===== src/rtl/tlc_pkg.sv =====
package tlc_pkg;

  typedef enum logic [1:0] {
    PH_HG = 2'd0,
    PH_HY = 2'd1,
    PH_FG = 2'd2,
    PH_FY = 2'd3
  } phase_t;

  typedef enum logic [1:0] {
    LT_GREEN  = 2'b00,
    LT_YELLOW = 2'b01,
    LT_RED    = 2'b10
  } lamp_t;

  function automatic logic [1:0] bin_code(phase_t p);
    case (p)
      PH_HG:   bin_code = 2'b00;
      PH_HY:   bin_code = 2'b01;
      PH_FG:   bin_code = 2'b11;
      default: bin_code = 2'b10;
    endcase
  endfunction

  function automatic phase_t bin_phase(logic [1:0] c);
    case (c)
      2'b00:   bin_phase = PH_HG;
      2'b01:   bin_phase = PH_HY;
      2'b11:   bin_phase = PH_FG;
      default: bin_phase = PH_FY;
    endcase
  endfunction

  function automatic logic [3:0] hot_code(phase_t p);
    case (p)
      PH_HG:   hot_code = 4'b0001;
      PH_HY:   hot_code = 4'b0010;
      PH_FG:   hot_code = 4'b0100;
      default: hot_code = 4'b1000;
    endcase
  endfunction

  function automatic phase_t hot_phase(logic [3:0] c);
    case (c)
      4'b0010: hot_phase = PH_HY;
      4'b0100: hot_phase = PH_FG;
      4'b1000: hot_phase = PH_FY;
      default: hot_phase = PH_HG;
    endcase
  endfunction

  function automatic phase_t next_phase(phase_t p, logic car, logic s_done, logic l_done);
    next_phase = p;
    case (p)
      PH_HG: if (car && l_done) next_phase = PH_HY;
      PH_HY: if (s_done) next_phase = PH_FG;
      PH_FG: if (!car || l_done) next_phase = PH_FY;
      PH_FY: if (s_done) next_phase = PH_HG;
      default: next_phase = PH_HG;
    endcase
  endfunction

  function automatic logic count_reached(int unsigned cnt, int unsigned lim);
    count_reached = (cnt >= lim);
  endfunction

endpackage


===== src/rtl/tlc_interval_timer.sv =====
module tlc_interval_timer #(
  parameter int TS_CYC = 3,
  parameter int TL_CYC = 8
) (
  input  logic clk,
  input  logic rst,
  input  logic restart,
  output logic short_done,
  output logic long_done
);
  localparam int CW = $clog2(TL_CYC + 1);
  localparam logic [CW-1:0] CNT_MAX = CW'(TL_CYC);

  logic [CW-1:0] cnt;
  logic          at_max;

  assign at_max = (cnt == CNT_MAX);

  always_ff @(posedge clk) begin
    if (rst || restart) begin
      cnt <= '0;
    end else if (!at_max) begin
      cnt <= cnt + 1'b1;
    end
  end

  assign short_done = tlc_pkg::count_reached(32'(cnt), 32'(TS_CYC));
  assign long_done  = tlc_pkg::count_reached(32'(cnt), 32'(TL_CYC));

endmodule


===== src/rtl/tlc_sequencer.sv =====
module tlc_sequencer (
  input  logic            rst,
  input  logic            car_sense,
  input  logic            short_done,
  input  logic            long_done,
  input  tlc_pkg::phase_t cur_st,
  output tlc_pkg::phase_t nxt_st,
  output logic            strobe
);
  import tlc_pkg::*;

  phase_t cand;

  always_comb begin
    cand   = next_phase(cur_st, car_sense, short_done, long_done);
    nxt_st = rst ? PH_HG : cand;
    strobe = !rst && (cand != cur_st);
  end

endmodule


===== src/rtl/tlc_state_reg.sv =====
module tlc_state_reg #(
  parameter bit ONE_HOT = 1'b0
) (
  input  logic            clk,
  input  logic            rst,
  input  tlc_pkg::phase_t nxt_st,
  output tlc_pkg::phase_t cur_st,
  output logic [3:0]      code
);
  import tlc_pkg::*;

  generate
    if (ONE_HOT) begin : g_hot
      logic [3:0] q;
      always_ff @(posedge clk) begin
        if (rst) q <= hot_code(PH_HG);
        else     q <= hot_code(nxt_st);
      end
      assign cur_st = hot_phase(q);
      assign code   = q;
    end else begin : g_bin
      logic [1:0] q;
      always_ff @(posedge clk) begin
        if (rst) q <= bin_code(PH_HG);
        else     q <= bin_code(nxt_st);
      end
      assign cur_st = bin_phase(q);
      assign code   = {2'b00, q};
    end
  endgenerate

endmodule


===== src/rtl/tlc_lamp_map.sv =====
module tlc_lamp_map (
  input  tlc_pkg::phase_t cur_st,
  output tlc_pkg::lamp_t  hwy,
  output tlc_pkg::lamp_t  side
);
  import tlc_pkg::*;

  always_comb begin
    hwy  = LT_RED;
    side = LT_RED;
    case (cur_st)
      PH_HG: hwy  = LT_GREEN;
      PH_HY: hwy  = LT_YELLOW;
      PH_FG: side = LT_GREEN;
      PH_FY: side = LT_YELLOW;
      default: begin
        hwy  = LT_RED;
        side = LT_RED;
      end
    endcase
  end

endmodule


===== src/rtl/traffic_light_ctrl.sv =====
module traffic_light_ctrl #(
  parameter int TS_CYC  = 3,
  parameter int TL_CYC  = 8,
  parameter bit ONE_HOT = 1'b0
) (
  input  logic       clk,
  input  logic       rst,
  input  logic       car_sense,
  output logic [1:0] hwy_light,
  output logic [1:0] side_light,
  output logic       timer_start,
  output logic       short_done,
  output logic       long_done,
  output logic [3:0] state_code
);
  import tlc_pkg::*;

  phase_t cur_st;
  phase_t nxt_st;
  lamp_t  hwy_l;
  lamp_t  side_l;
  logic   restart;

  tlc_interval_timer #(.TS_CYC(TS_CYC), .TL_CYC(TL_CYC)) u_timer (
    .clk        (clk),
    .rst        (rst),
    .restart    (restart),
    .short_done (short_done),
    .long_done  (long_done)
  );

  tlc_sequencer u_seq (
    .rst        (rst),
    .car_sense  (car_sense),
    .short_done (short_done),
    .long_done  (long_done),
    .cur_st     (cur_st),
    .nxt_st     (nxt_st),
    .strobe     (restart)
  );

  tlc_state_reg #(.ONE_HOT(ONE_HOT)) u_state (
    .clk    (clk),
    .rst    (rst),
    .nxt_st (nxt_st),
    .cur_st (cur_st),
    .code   (state_code)
  );

  tlc_lamp_map u_lamp (
    .cur_st (cur_st),
    .hwy    (hwy_l),
    .side   (side_l)
  );

  assign hwy_light   = hwy_l;
  assign side_light  = side_l;
  assign timer_start = restart;

endmodule


===== config.mk =====
export PLATFORM = sky130hd
export DESIGN_NAME = traffic_light_ctrl
export DESIGN_NICKNAME = d
export VERILOG_FILES = /design/src/rtl/tlc_pkg.sv /design/src/rtl/tlc_interval_timer.sv /design/src/rtl/tlc_sequencer.sv /design/src/rtl/tlc_state_reg.sv /design/src/rtl/tlc_lamp_map.sv /design/src/rtl/traffic_light_ctrl.sv
export SDC_FILE = /design/constraint.sdc
export NUM_CORES = 1
export LEC_CHECK = 0
export BUFFER_PORTS_ARGS = -buffer_cell sky130_fd_sc_hd__buf_4
export CAP_MARGIN = 40
export CORE_AREA = 2 2 39 41
export CTS_CLUSTER_SIZE = 28
export DETAILED_ROUTE_END_ITERATION = 8
export DIE_AREA = 0 0 41 43
export PLACE_DENSITY = 0.62
export SYNTH_ARGS = -nofsm -noshare
export SYNTH_HDL_FRONTEND = slang
export SYNTH_SLANG_ARGS = --single-unit
export TNS_END_PERCENT = 5

===== constraint.sdc =====
create_clock -name clk -period 2.5 [get_ports clk]
set_clock_uncertainty 0.2 [all_clocks]
set_input_delay 0.125 -clock clk [delete_from_list [all_inputs] [get_ports clk]]
set_output_delay 0.125 -clock clk [all_outputs]
set_load 0.01 [all_outputs]

==> summary.txt <==
WS Path Type: reg -> out
Critical path arrival: 2.07 ns
Synth Warn #: 0
Worst-path maximum fanout: 5
Worst vdd ir: 0.292 mV
Final TNS setup: 0 ns
Cell Area, Synth: 518 um2
Post-DR wirelength/cell: 9.83 um
#FFs+latches synth: 6
Post-synth top cells: ha_1, dfxtp_1, nor2_1
FF-to-FF setup slack: 0.39 ns
CTS tree: done
Final max-slew violation count: 0
Share of the synthesized area in the top cell type: 23.2%
Root buf cell: clkbuf_4
Residual DRC: 0
Drt first pass iters: 3
Power Density: 357 nW/um2
# setup viols final: 0
Max cap viols: 0
Top-count cell post-synth: ha_1
DP Wirelength: 690 um
First-pass GRT wire length: 1430 um
Worst Setup End Kind: primary output
Number of I/O pins: 14
Std cell rows: 14
Fin crit period: 2.39 ns
Clock Path Buffers: 2
DRT antenna net count: 0
Die Y: 43 um
Post-synth top area cell: dfxtp_1
Initial antenna violation count: 0
Number of synthesized flops with an enable pin: 0
Total die area: 1760 um2
Overflow after GRT: 0
Fmax: 418 MHz
Req. time, crit path: 2.17 ns
Worst r2r src: u_state.g_bin.q[0]$_SDFF_PP0_
Power Total: 228 uW
CTS H-Tree Depth: 1
Largest cells by area after synthesis: dfxtp_1, ha_1, nor4_1
Die W: 41 um
RSZ-0062 raised after global routing: false
Leakage: 0.300 nW
DR iter-0 viols: 4
Antenna Cells: 0
Post-CTS setup buffers: 0
GRT Total Usage: 12.1%
Largest net degree at the start of global routing: 11
Final period utilization: 95.7%
Post-synthesis sequential area ratio: 23.2%
Vias in the first global route: 367
Core area: 1380 um2
Crit. Startpoint: u_timer.cnt[0]$_SDFFE_PP0N_
HP Start: car_sense
Syn_area_per_cell: 8.49 um2
Clk sink count: 6
Asr flop ratio synth: 0%
CTS clk-pin slew, worst paths: 0.05 ns
Clk Latency, worst-skew pair: 0.24 ns
Critical path launch point type: register
Vias per cell: 4.76
WL final: 865 um
Final GP Congestion: 0.744
Final hold violation count: 0
Via Count: 419
Post-synth cell types: 26
Post-layout nets: 86
Cts bufs inserted: 3
Hold WC Path Type: in -> reg
Share of layout cells above drive strength 1: 26.4%
Predominant post-synthesis flop cell: dfxtp_1
Layout fillers: 138
Initial Util: 37.4%
Area grow syn2layout: 23.7%
Status: finished clean
Post-Syn Instances: 61
Port Buffers: 11
[worst max-delay path, cell delays in order (launching register included)]
cell and delay [ns]:
dfxtp_1 0.34, ha_1 0.22, or3_1 0.41, o211ai_1 0.32, o221ai_4 0.18, o21ba_2 0.22, buf_4 0.13
[cell families after synthesis]
kind of cell / share of synthesized area (%)
AND/OR/NAND/NOR: 22.7
adder cells (fa/ha/maj): 21.7
flip-flops: 23.2
multiplexers: 6.28
other: 0.724
buffers and inverters: 8.21
XOR/XNOR: 5.07
AO/OA/AOI/OAI: 12.1
[cells in the final DEF (no fill, tap or decap)]
cell           synthesis  final
xnor2_1                1      1
o221ai_4               0      1
nand3_1                2      2
nand2_1                4      4
or2_2                  2      2
o21ai_0                1      1
o21ba_2                1      1
conb_1                 1      2
ha_1                   9      9
dfxtp_1                6      6
nor2_1                 6      6
buf_4                  2     11
or3_1                  1      1
mux2i_4                1      1
nor2b_1                2      2
a21oi_1                2      2
inv_1                  4      4
o211ai_1               1      1
nor4_1                 4      4
a21o_1                 2      2
nand3b_1               1      1
dlygate4sd3_1          0      1
and3_1                 1      1
mux2i_1                1      1
clkbuf_4               0      3
xor2_1                 2      2
[metal layers]
layer	vias up	GRT usage [%]	wire (um)
met5	-	0	0
met4	0	8.00	14
met3	2	3.66	48
met2	8	15.6	382
met1	182	16.6	419
li1	227	-	-
[stage by stage]
| step | hold slack, ns | std cells | setup WS, ns | util [%] | cell area (um2) |
|---|---|---|---|---|---|
| 6_report | 0.271 | 88 | 0.106 | 46.3 | 641 |
| 4_1_cts | 0.260 | 88 | 0.104 | 45.5 | 629 |
| 2_1_floorplan | 0.214 | 62 | 0.450 | - | 522 |
| 3_3_place_gp | 0.160 | 84 | 0.414 | 43.1 | 597 |
| 5_1_grt | 0.316 | 88 | 0.0182 | 46.3 | 641 |
| 3_5_place_dp | 0.159 | 84 | 0.376 | 43.1 | 597 |
[cell type report]
cell class	count	area, um2	area share, %
repair buffers	12	92.6	14.5
well taps	16	20.0	3.13
inverters	4	15.0	2.34
multi-input cells	47	370	57.8
clock buffers	3	22.5	3.52
flip-flops and latches	6	120	18.7
[worst paths after layout]
path,cells past startpoint,endpoint
hold / removal,5,u_timer.cnt[0]$_SDFFE_PP0N_
hold reg to reg,2,u_timer.cnt[1]$_SDFFE_PP0N_
setup reg to reg,7,u_state.g_bin.q[0]$_SDFF_PP0_
setup / recovery,6,timer_start
[repair_timing]
action                                  CTS  global route
endpoints found under the setup margin    0             1
gates resized for setup                   0             1
endpoints found under the hold margin     6             0
hold buffers                              1             0
[power by group]
| part | total [mW] | switching [mW] | internal, mW | leakage (nW) |
|---|---|---|---|---|
| Clock | 0.0889 | 0.0346 | 0.0543 | 0.0138 |
| Combinational | 0.0335 | 0.0166 | 0.0169 | 0.237 |
| Sequential | 0.106 | 0.00521 | 0.101 | 0.0490 |
| Total | 0.228 | 0.0564 | 0.172 | 0.300 |
[state kept, by name (all words and copies together) (netlist names)]
signal	flops
u_timer.cnt	4
u_state.g_bin.q	2
(Power assumes the default switching activity.)
